<file path="src/rtl/cpctl_pkg.sv">
package cpctl_pkg;

    typedef enum logic [0:0] {
        ST_HALT = 1'b0,
        ST_RUN  = 1'b1
    } run_state_t;

    localparam logic [7:0] OFF_DMA_GO   = 8'h47;
    localparam logic [7:0] OFF_PRELOAD  = 8'h48;
    localparam logic [7:0] OFF_LOCK     = 8'h4C;
    localparam logic [7:0] OFF_LAUNCH   = 8'h4F;
    localparam logic [7:0] OFF_WAITS    = 8'h50;
    localparam logic [7:0] OFF_IRQ_CTL  = 8'h51;
    localparam logic [7:0] OFF_HALT     = 8'h53;
    localparam logic [7:0] OFF_SUSP_LO  = 8'h55;
    localparam logic [7:0] OFF_SUSP_HI  = 8'h5C;
    localparam logic [7:0] OFF_RESUME   = 8'h5D;
    localparam logic [7:0] OFF_IRQ_ACK  = 8'h5E;

    localparam int SUSP_SHIFT = 5;

endpackage

</file>
<file path="src/rtl/cpctl_gpr.sv">
module cpctl_gpr #(
    parameter int COUNT  = 16,
    parameter int WORD_W = 24,
    parameter int LANE_W = 8,
    localparam int IDX_W = $clog2(COUNT)
) (
    input  logic              clk,
    input  logic              rst_n,
    input  logic              we,
    input  logic [IDX_W-1:0]  idx,
    input  logic [1:0]        lane,
    input  logic [LANE_W-1:0] wdata,
    output logic [LANE_W-1:0] rdata
);

    logic [WORD_W-1:0]       words [COUNT];
    logic [COUNT*WORD_W-1:0] flat;

    always_ff @(posedge clk or negedge rst_n) begin
        if (!rst_n) begin
            for (int i = 0; i < COUNT; i++) words[i] <= '0;
        end else if (we) begin
            words[idx][LANE_W*int'(lane) +: LANE_W] <= wdata;
        end
    end

    always_comb begin
        rdata = words[idx][LANE_W*int'(lane) +: LANE_W];
    end

    always_comb begin
        for (int i = 0; i < COUNT; i++) flat[i*WORD_W +: WORD_W] = words[i];
    end

    AST_GPR_HOLD: assert property (@(posedge clk) disable iff (!rst_n)
        !we |=> $stable(flat));

endmodule

</file>
<file path="src/rtl/cpctl_vec.sv">
module cpctl_vec #(
    parameter int DEPTH  = 32,
    parameter int DATA_W = 8,
    localparam int IDX_W = $clog2(DEPTH)
) (
    input  logic              clk,
    input  logic              rst_n,
    input  logic              we,
    input  logic [IDX_W-1:0]  idx,
    input  logic [DATA_W-1:0] wdata,
    output logic [DATA_W-1:0] rdata
);

    logic [DATA_W-1:0] mem [DEPTH];

    always_ff @(posedge clk or negedge rst_n) begin
        if (!rst_n) begin
            for (int i = 0; i < DEPTH; i++) mem[i] <= '0;
        end else if (we) begin
            mem[idx] <= wdata;
        end
    end

    assign rdata = mem[idx];

    AST_VEC_STORE: assert property (@(posedge clk) disable iff (!rst_n)
        we |=> (mem[$past(idx)] == $past(wdata)));

endmodule

</file>
<file path="src/rtl/cpctl_regs.sv">
module cpctl_regs
    import cpctl_pkg::*;
#(
    parameter int WORD_W    = 24,
    parameter int GPR_COUNT = 16,
    parameter int VEC_DEPTH = 32,
    parameter int PAGE_W    = 15,
    parameter int WAIT_W    = 3
) (
    input  logic                clk,
    input  logic                rst_n,
    input  logic                host_wr,
    input  logic [7:0]          host_addr,
    input  logic [7:0]          host_wdata,
    output logic [7:0]          host_rdata,
    input  logic [WORD_W-1:0]   core_mdr,
    input  logic                core_stop,
    input  logic                dma_done,
    input  logic                irq_raise,
    input  logic                bus_access,
    output logic [PAGE_W+7:0]   pc,
    output logic                halted,
    output logic                dma_start,
    output logic                dma_active,
    output logic                start,
    output logic                halt_pulse,
    output logic                cache_load,
    output logic                cache_preload,
    output logic                suspend,
    output logic [7:0]          suspend_cycles,
    output logic                irq
);

    localparam int LANES    = WORD_W / 8;
    localparam int GPR_SPAN = GPR_COUNT * LANES;
    localparam int GIDX_W   = $clog2(GPR_COUNT);
    localparam int VIDX_W   = $clog2(VEC_DEPTH);
    localparam int PC_W     = PAGE_W + 8;

    run_state_t state, state_nx;

    logic [23:0]       dma_src, dma_dst, prog_base;
    logic [15:0]       dma_len;
    logic [PAGE_W-1:0] page;
    logic [7:0]        counter;
    logic [1:0]        lock;
    logic [WAIT_W-1:0] rom_wait, ram_wait;
    logic              irq_dis, irq_pend, spare_bit;

    logic              is_halted;
    logic [5:0]        lo6, gpr_q, gpr_r;
    logic              in_gpr, in_vec;
    logic [GIDX_W-1:0] gpr_idx;
    logic [1:0]        gpr_lane;
    logic              gpr_we, vec_we;
    logic [7:0]        gpr_rdata, vec_rdata, mdr_lane, status_byte;
    logic              wr_launch, wr_halt, wr_dma_go, wr_preload, wr_susp;
    logic [2:0]        susp_k;

    assign is_halted = (state == ST_HALT);
    assign halted    = is_halted;

    // ---------------- decode ----------------
    assign lo6      = host_addr[5:0];
    assign in_gpr   = host_addr[7] && (int'(lo6) < GPR_SPAN);
    assign in_vec   = (host_addr[7:5] == 3'b011);
    assign gpr_q    = lo6 / 6'(LANES);
    assign gpr_r    = lo6 % 6'(LANES);
    assign gpr_idx  = gpr_q[GIDX_W-1:0];
    assign gpr_lane = gpr_r[1:0];
    assign mdr_lane = core_mdr[8*int'(gpr_lane) +: 8];

    assign wr_launch  = host_wr && (host_addr == OFF_LAUNCH);
    assign wr_halt    = host_wr && (host_addr == OFF_HALT);
    assign wr_dma_go  = host_wr && (host_addr == OFF_DMA_GO);
    assign wr_preload = host_wr && (host_addr == OFF_PRELOAD);
    assign wr_susp    = host_wr && (host_addr >= OFF_SUSP_LO) && (host_addr <= OFF_SUSP_HI);
    assign susp_k     = 3'(host_addr - OFF_SUSP_LO);

    assign gpr_we = host_wr && in_gpr && (is_halted || suspend);
    assign vec_we = host_wr && in_vec;

    // ---------------- storage sub-blocks ----------------
    cpctl_gpr #(.COUNT(GPR_COUNT), .WORD_W(WORD_W), .LANE_W(8)) u_gpr (
        .clk   (clk),
        .rst_n (rst_n),
        .we    (gpr_we),
        .idx   (gpr_idx),
        .lane  (gpr_lane),
        .wdata (host_wdata),
        .rdata (gpr_rdata)
    );

    cpctl_vec #(.DEPTH(VEC_DEPTH), .DATA_W(8)) u_vec (
        .clk   (clk),
        .rst_n (rst_n),
        .we    (vec_we),
        .idx   (host_addr[VIDX_W-1:0]),
        .wdata (host_wdata),
        .rdata (vec_rdata)
    );

    // ---------------- run state machine ----------------
    always_ff @(posedge clk or negedge rst_n) begin
        if (!rst_n) state <= ST_HALT;
        else        state <= state_nx;
    end

    always_comb begin
        state_nx = state;
        unique case (state)
            ST_HALT: if (wr_launch)             state_nx = ST_RUN;
            ST_RUN:  if (wr_halt || core_stop)  state_nx = ST_HALT;
            default:                            state_nx = ST_HALT;
        endcase
    end

    // one-cycle side-effect pulses
    always_ff @(posedge clk or negedge rst_n) begin
        if (!rst_n) begin
            start      <= 1'b0;
            halt_pulse <= 1'b0;
            dma_start  <= 1'b0;
            cache_load <= 1'b0;
        end else begin
            start      <= is_halted && wr_launch;
            halt_pulse <= (state == ST_RUN) && (state_nx == ST_HALT);
            dma_start  <= is_halted && wr_dma_go;
            cache_load <= is_halted && wr_preload;
        end
    end

    // ---------------- register writes ----------------
    always_ff @(posedge clk or negedge rst_n) begin
        if (!rst_n) begin
            dma_src        <= '0;
            dma_len        <= '0;
            dma_dst        <= '0;
            dma_active     <= 1'b0;
            prog_base      <= '0;
            page           <= '0;
            counter        <= '0;
            pc             <= '0;
            lock           <= '0;
            cache_preload  <= 1'b0;
            rom_wait       <= '0;
            ram_wait       <= '0;
            irq_dis        <= 1'b0;
            irq_pend       <= 1'b0;
            spare_bit      <= 1'b0;
            suspend        <= 1'b0;
            suspend_cycles <= '0;
        end else begin
            if (dma_done)  dma_active <= 1'b0;
            if (irq_raise) irq_pend   <= 1'b1;
            if (wr_susp) begin
                suspend        <= 1'b1;
                suspend_cycles <= {susp_k, {SUSP_SHIFT{1'b0}}};
            end
            if (host_wr) begin
                case (host_addr)
                    8'h40: dma_src[7:0]    <= host_wdata;
                    8'h41: dma_src[15:8]   <= host_wdata;
                    8'h42: dma_src[23:16]  <= host_wdata;
                    8'h43: dma_len[7:0]    <= host_wdata;
                    8'h44: dma_len[15:8]   <= host_wdata;
                    8'h45: dma_dst[7:0]    <= host_wdata;
                    8'h46: dma_dst[15:8]   <= host_wdata;
                    8'h47: begin
                        dma_dst[23:16] <= host_wdata;
                        if (is_halted) dma_active <= 1'b1;
                    end
                    8'h48: if (is_halted) cache_preload <= host_wdata[0];
                    8'h49: prog_base[7:0]   <= host_wdata;
                    8'h4A: prog_base[15:8]  <= host_wdata;
                    8'h4B: prog_base[23:16] <= host_wdata;
                    8'h4C: if (is_halted) lock <= host_wdata[1:0];
                    8'h4D: page[7:0]        <= host_wdata;
                    8'h4E: page[PAGE_W-1:8] <= host_wdata[PAGE_W-9:0];
                    8'h4F: begin
                        counter <= host_wdata;
                        if (is_halted) pc <= PC_W'({page, host_wdata});
                    end
                    8'h50: begin
                        rom_wait <= host_wdata[4 +: WAIT_W];
                        ram_wait <= host_wdata[0 +: WAIT_W];
                    end
                    8'h51: begin
                        irq_dis <= host_wdata[0];
                        if (host_wdata[0]) irq_pend <= 1'b0;
                    end
                    8'h52: spare_bit <= host_wdata[0];
                    8'h5D: suspend   <= 1'b0;
                    8'h5E: irq_pend  <= 1'b0;
                    default: ;
                endcase
            end
        end
    end

    assign irq = irq_pend && !irq_dis;

    // ---------------- read mux ----------------
    assign status_byte = {bus_access, (!is_halted || dma_active), 4'b0000, irq_pend, suspend};

    always_comb begin
        host_rdata = 8'h00;
        if (in_gpr) begin
            host_rdata = (is_halted || suspend) ? gpr_rdata : mdr_lane;
        end else if (in_vec) begin
            host_rdata = vec_rdata;
        end else begin
            case (host_addr)
                8'h40: host_rdata = dma_src[7:0];
                8'h41: host_rdata = dma_src[15:8];
                8'h42: host_rdata = dma_src[23:16];
                8'h43: host_rdata = dma_len[7:0];
                8'h44: host_rdata = dma_len[15:8];
                8'h45: host_rdata = dma_dst[7:0];
                8'h46: host_rdata = dma_dst[15:8];
                8'h47: host_rdata = dma_dst[23:16];
                8'h48: host_rdata = {7'b0, cache_preload};
                8'h49: host_rdata = prog_base[7:0];
                8'h4A: host_rdata = prog_base[15:8];
                8'h4B: host_rdata = prog_base[23:16];
                8'h4C: host_rdata = {6'b0, lock};
                8'h4D: host_rdata = page[7:0];
                8'h4E: host_rdata = 8'(page[PAGE_W-1:8]);
                8'h4F: host_rdata = counter;
                8'h50: host_rdata = {1'b0, rom_wait, 1'b0, ram_wait};
                8'h51: host_rdata = {7'b0, irq_dis};
                8'h52: host_rdata = {7'b0, spare_bit};
                8'h53, 8'h54, 8'h55, 8'h56, 8'h57, 8'h59,
                8'h5B, 8'h5C, 8'h5D, 8'h5E, 8'h5F: host_rdata = status_byte;
                default: host_rdata = 8'h00;
            endcase
        end
    end

    // ---------------- assertions ----------------
    AST_DMA_GO: assert property (@(posedge clk) disable iff (!rst_n)
        (wr_dma_go && is_halted) |=> (dma_start && dma_active));

    AST_DMA_RUN_QUIET: assert property (@(posedge clk) disable iff (!rst_n)
        (wr_dma_go && !is_halted) |=> !dma_start);

    AST_LAUNCH: assert property (@(posedge clk) disable iff (!rst_n)
        (wr_launch && is_halted) |=> (start && !halted && pc == PC_W'({$past(page), $past(host_wdata)})));

    AST_IRQ_MASK: assert property (@(posedge clk) disable iff (!rst_n)
        (host_wr && host_addr == OFF_IRQ_CTL && host_wdata[0]) |=> !irq);

    AST_SUSPEND_LEN: assert property (@(posedge clk) disable iff (!rst_n)
        wr_susp |=> (suspend && suspend_cycles == 8'(($past(host_addr) - OFF_SUSP_LO) * 32)));

    AST_HALT_ENTRY: assert property (@(posedge clk) disable iff (!rst_n)
        halt_pulse |-> (halted && !$past(halted)));

    AST_START_SINGLE: assert property (@(posedge clk) disable iff (!rst_n)
        start |=> !start);

endmodule

</file>
<file path="config.mk">
export PLATFORM = sky130hd
export DESIGN_NAME = cpctl_regs
export DESIGN_NICKNAME = d
export VERILOG_FILES = /design/src/rtl/cpctl_pkg.sv /design/src/rtl/cpctl_gpr.sv /design/src/rtl/cpctl_vec.sv /design/src/rtl/cpctl_regs.sv
export SDC_FILE = /design/constraint.sdc
export NUM_CORES = 1
export LEC_CHECK = 0
export BUFFER_PORTS_ARGS = -buffer_cell sky130_fd_sc_hd__buf_2
export CAP_MARGIN = 20
export CORE_ASPECT_RATIO = 1.2
export CORE_UTILIZATION = 40
export DETAILED_ROUTE_END_ITERATION = 8
export SKIP_LAST_GASP = 1
export SLEW_MARGIN = 10
export SYNTH_ARGS = -nofsm -noshare
export SYNTH_HDL_FRONTEND = slang
export SYNTH_HIERARCHICAL = 1
export SYNTH_SLANG_ARGS = --single-unit
</file>
<file path="constraint.sdc">
create_clock -name clk -period 13.8 [get_ports clk]
set_input_delay 2.76 -clock clk [delete_from_list [all_inputs] [get_ports clk]]
set_output_delay 2.76 -clock clk [all_outputs]
set_load 0.1 [all_outputs]
</file>
Word level (Yosys, flattened, before mapping)
Index checks and enable logic that the tools add are counted.
- register bits after elaboration: 796
- bits of input ports: 47
- output and inout bits: 48
- reduce and logical (&&, ||, !) cells: 42
- equal/unequal tests: 31
- divide/modulo/power cells: 2
- bitwise logic cells: 4
- mux-type cells: 30
- add/subtract/negate cells: 2
- shifts and indexed selects: 4
- $lt $le $gt $ge: 7
- operator list (kind ; number):
    $bwmux 384 ; 1
    $bwmux 256 ; 1
    $eq 8x7->1 const B ; 30
    $pmux 8 s20 ; 1
    $bmux 24 s4 ; 1
    $demux 24 s4 ; 1
    $mux 24 ; 3
    $mux 8 ; 6
    $shiftx 24x6->8 ; 2
    $bmux 8 s5 ; 1
    $demux 8 s5 ; 1
    $reduce_and 2->1 ; 17
    $neg 5->33 ; 1
    $shift 8x33->24 const A ; 1
    $shiftx 8x33->24 ; 1
    $logic_and 1x1->1 ; 17
    $mux 1 ; 12
    $reduce_or 11->1 ; 1
    $reduce_and 3->1 ; 3
    $ge 8x7->1 const B ; 1
    $le 8x7->1 const B ; 1
    $div 6x2->6 const B ; 1
    $ge 6x6->1 const B ; 1
    $lt 6x1->1 const B ; 1
    other kinds (12) ; 16

Logic depth before layout (Yosys ltp)
- depth after elaboration: 8
- gate-level depth with buffers: 28

Hierarchy
Netlist, hierarchy kept.
- modules (own cells, without submodules) (module ; cells each ; area each (µm²) ; times used ; sequential area each (µm²)):
    cpctl_gpr ; 1558 ; 17096.4 ; 1 ; 9609.2
    cpctl_vec ; 856 ; 11992.8 ; 1 ; 6406.1
    cpctl_regs ; 718 ; 8445.6 ; 1 ; 3903.7

Worst setup path before layout
Ideal clock, no wire load.
- kind: input -> output
- start point: input port host_addr[2]
- end point: output port host_rdata[3]
- required time: 11.040 ns
- data arrival time: 8.687 ns
- cell stages on the path: 28
- slack: 2.353 ns
- path buffers: 11
- cells stage by stage: buf_2 buf_2 clkbuf_1 buf_4 o21ai_0 o21a_1 ha_1 a221oi_2 and3_1 clkbuf_1 nor2_1 ha_1 o21ba_2 o21a_1 buf_6 buf_6 inv_1 buf_2 buf_6 buf_2 buf_2 mux2i_1 o221ai_1 a221o_1 a32o_1 nor2_1 a31o_1 a31oi_1
- cells in the longest elaborated chain, start to end: 8
- ends and longest elaborated chain (element ; RTL line ; source):
    start, declared ; cpctl_regs.sv:13 ; input logic [7:0] host_addr,
    $div 6x2->6 ; cpctl_regs.sv:67 ; assign gpr_q = lo6 / 6'(LANES);
    net gpr_q[0] ; cpctl_regs.sv:51 ; logic [5:0] lo6, gpr_q, gpr_r;
    $not 4->5 (implied by the code) ; cpctl_gpr.sv:28 ; rdata = words[idx][LANE_W*int'(lane) +: LANE_W];
    $bmux 24 s4 ; cpctl_gpr.sv:28 ;
    $mux 24 (implied by the code) (2 in series) ; cpctl_gpr.sv:28 ;
    $shiftx 24x6->8 ; cpctl_gpr.sv:28 ;
    net gpr_rdata[3] ; cpctl_regs.sv:56 ; logic [7:0] gpr_rdata, vec_rdata, mdr_lane, status_byte;
    $mux 8 ; cpctl_regs.sv:209 ; host_rdata = (is_halted || suspend) ? gpr_rdata : mdr_lane;
    $mux 8 ; cpctl_regs.sv:208 ; if (in_gpr) begin
    end, declared ; cpctl_regs.sv:15 ; output logic [7:0] host_rdata,
The timed path passes the listed nets, and every way through them passes these cells. The select of a mux whose other input is x is not followed.

Worst setup path after layout
- start point: input port host_addr[0]
- end point: output port host_rdata[7]
Same word-level chain as after synthesis.

==> results.toml <==
[final_layout]
layout_commonest_cell = "dfrtp_1"
final_nets = 3174
multi_input_area_mm2 = 0.01640
area_growth_pct = 11.65
most-common-layout-cells = "796 x dfrtp_1, 423 x nand2_1, 412 x mux2_2"
fin_util = 0.4523
drive_above_1_share = 0.2677
regArea_mm2 = 0.01992
fill_cells = 8568

[timing]
fin_setup_tns_ps = 0
clock-skew-final_ps = 20.36
hold_violations = 0
layout_min_cycle_time_ps = 11970
max_freq_ghz = 0.08353
setup_viol = 0
rsz0062_at_grt = "no"
slew-limit-headroom = 0.2985
period_share = 0.8676
slew_viol_final = 0
tightestPinTransition_ps = 1026

[critical_path]
crit_type = "input port to primary output"
cp_cell_sequence = "clkbuf_8 > clkinv_1 > ha_1 > nor2_1 > o22ai_1 > a221oi_2 > and3_1 > nor2_1 > ha_1 > o21ba_2 > o21a_1 > buf_4 > inv_6 > buf_4 > nor2b_1 > a221o_1 > o221ai_1 > a32o_1 > o21ai_0 > a32oi_1 > buf_2"
critPathBufInv = 6
crit-reg2reg-launch = "state"
worstSetupEndpointType = "primary output"
max_stage_delay_ps = 750
cp_slowest_cell = "nor2b_1"
required_ps = 11040
cp-startpoint = "host_addr[0]"
crit_family = "buffers and inverters"
path_max_fanout = 47
worst_ep_arrival_time_ps = 9210
startpoint_type = "input port"

[global_route]
met1_usage = 0.2965
grt_start_max_net_pins = 166
met3_usage = 0.02992
grt_use_total = 0.2209
top_usage_layer = "met2"
grt_pass1_wl_um = 160200
overflow = 0
grt_pass1_vias = 25300
antenna_found_initial = 4
grt_use_met2 = 0.3666

[synth]
synth_warnings = 6
ys_types = 93
synth_area_mm2 = 0.03753
synth_cells = 3132
ys_seq_elements = 796
yosysSeqAreaShare = 0.5307
async_reset_ff_frac = 1.000
synth_edf_count = 0
syn_avg_cell_area_um2 = 11.98
synthFlopType = "dfrtp_1"

[floorplan]
die_w_um = 281.6
start_util = 0.4051
core_mm2 = 0.09266
die_h_um = 337.6
std_cell_rows = 122
io_pins = 95
die-area_mm2 = 0.09507

[drt]
avgViaCountPerCell = 5.670
vias = 25100
drc = 0
wl_um = 103900
avgRoutedWirePerCell_um = 23.46
final_antenna_net_count = 0
drtPass1Iterations = 7
first_iter_violations = 2122

[clocking]
path_clk_slew_ps = 60
cts_made_buffers = 83
clock_sinks = 796
cts_tree = "done"
cts_buffer_depth = 3
cts_setup_buffers = 0
cts.htree.levels = 3
cts-root-buf = "clkbuf_16"
ctsHoldBuffers = 0
cts-resized-gates = 0
clock_latency_ps = 650

[power]
cellPowerDensity_mw_per_mm2 = 133.3
ir_drop_mv = 0.08689
power.leakage_nw = 19.07

[hold_path]
hold_path_startpoint = "u_gpr/flat[165]"
hold_path_class = "flop to flop"

[status]
status = "finished, final reports clean"

[placed_design]
place_hpwl_um = 67340
gp_congestion = 0.8448
io_buffers = 89

[flow_run]
drv_cap = 0
synthesized netlist by cell type (6+ instances only):
| library cell | count | share of area |
|---|---|---|
| dfrtp_1 | 796 | 0.53 |
| nand2_1 | 424 | 0.042 |
| mux2_2 | 412 | 0.12 |
| o21ai_0 | 380 | 0.051 |
| mux2i_1 | 209 | 0.056 |
| clkbuf_1 | 145 | 0.015 |
| mux4_2 | 92 | 0.055 |
| nand3_1 | 72 | 0.0096 |
| o22ai_1 | 69 | 0.012 |
| buf_2 | 53 | 0.0071 |
| inv_1 | 34 | 0.0034 |
| nor2_1 | 30 | 0.0030 |
| a21oi_1 | 28 | 0.0037 |
| o31ai_1 | 26 | 0.0052 |
| nor4_1 | 16 | 0.0027 |
| buf_1 | 15 | 0.0015 |
| buf_4 | 15 | 0.0030 |
| a22oi_1 | 14 | 0.0028 |
| a221o_1 | 12 | 0.0032 |
| o211ai_1 | 12 | 0.0024 |
| buf_6 | 11 | 0.0033 |
| ha_1 | 11 | 0.0037 |
| mux2_1 | 11 | 0.0033 |
| nor2_4 | 10 | 0.0030 |
| o2111ai_1 | 9 | 0.0021 |
| o221ai_1 | 9 | 0.0021 |
| o22a_1 | 9 | 0.0021 |
| a21o_1 | 8 | 0.0016 |
| a32o_1 | 8 | 0.0021 |
| and2_1 | 8 | 0.0013 |
| a221oi_1 | 7 | 0.0016 |
| a31oi_1 | 7 | 0.0012 |
| nand3_2 | 7 | 0.0019 |
| nor2_2 | 7 | 0.0012 |
| nor3_1 | 7 | 0.00093 |
| nor3_2 | 7 | 0.0019 |
| nand3b_1 | 6 | 0.0012 |
| nand4bb_1 | 6 | 0.0018 |
| nor2b_1 | 6 | 0.0010 |
| o31a_1 | 6 | 0.0014 |
| or3b_1 | 6 | 0.0014 |
cell type report:
class,count,area share
Timing Repair Buffer,135,0.02165
Clock buffer,118,0.05724
Inverter,40,0.003702
Multi-Input combinational cell,2060,0.3915
Tap cell,1240,0.03702
Antenna cell,4,0.0002389
Clock inverter,34,0.01338
Sequential cell,796,0.4753
per-layer routing:
| metal | part of all wire | vias to the layer above | routed length (um) |
|---|---|---|---|
| li1 | - | 11360 | - |
| met1 | 0.44 | 12910 | 45670 |
| met2 | 0.48 | 664 | 50300 |
| met3 | 0.045 | 172 | 4713 |
| met4 | 0.031 | 0 | 3184 |
| met5 | 0 | - | 0 |
cell families after synthesis:
kind of cell | share of synthesized area
mux | 0.2384
flops | 0.5307
xor+xnor | 0.001167
buf+inv | 0.03350
simple gates | 0.08837
fa+ha+maj | 0.003667
compound gates | 0.1041
other cells | 0.00009991
power by group:
part | leakage [nW] | switching, W | total, W | internal (W)
logic | 6.69 | 0.000445 | 0.000672 | 0.000227
registers | 10.9 | 0.0000596 | 0.00250 | 0.00244
clock network | 1.45 | 0.000967 | 0.00241 | 0.00145
total | 19.1 | 0.00147 | 0.00559 | 0.00412
registers in the layout (all words and copies together) (netlist names), 8 cells and up:
signal	flops
counter	8
dma_dst	24
dma_len	16
dma_src	24
page	15
pc	23
prog_base	24
u_gpr/flat	384
u_vec/mem	256
worst reg2reg max path, cell delays in order, from the launching register on:
cell,delay (ps)
dfrtp_1,440
inv_1,190
o21ai_1,320
nor2_1,620
nand2_1,760
nor2_2,970
mux2i_1,300
worst paths after layout:
path	to	slack, ps	depth (start not counted)
worst max-delay path	host_rdata[7]	1830	21
worst min-delay path	u_gpr/flat[165]	480	2
worst max register to register	u_gpr/flat[376]	10120	6
worst min register to register	u_gpr/flat[165]	480	2
max in group asynchronous	u_vec/mem[154]	9320	3
min in group asynchronous	u_gpr/flat[128]	2110	1
per-stage QoR:
| step | hold slack [ps] | std cells | instance area (um^2) | setup slack [ps] | total power, W |
|---|---|---|---|---|---|
| final | 476.2 | 4427 | 41910 | 1828 | 0.005588 |
| after global routing | 491.8 | 4426 | 41900 | 1364 | 0.005792 |
| after CTS | 479.1 | 4421 | 41840 | 1926 | 0.005643 |
| after detailed placement | 465.6 | 4269 | 38880 | 1963 | 0.003214 |
| after global placement | 456.8 | 4269 | 38880 | 2065 | 0.003204 |
| after floorplan | 444.6 | 3136 | 37550 | 2353 | 0.002984 |
(Power assumes the default switching activity.)
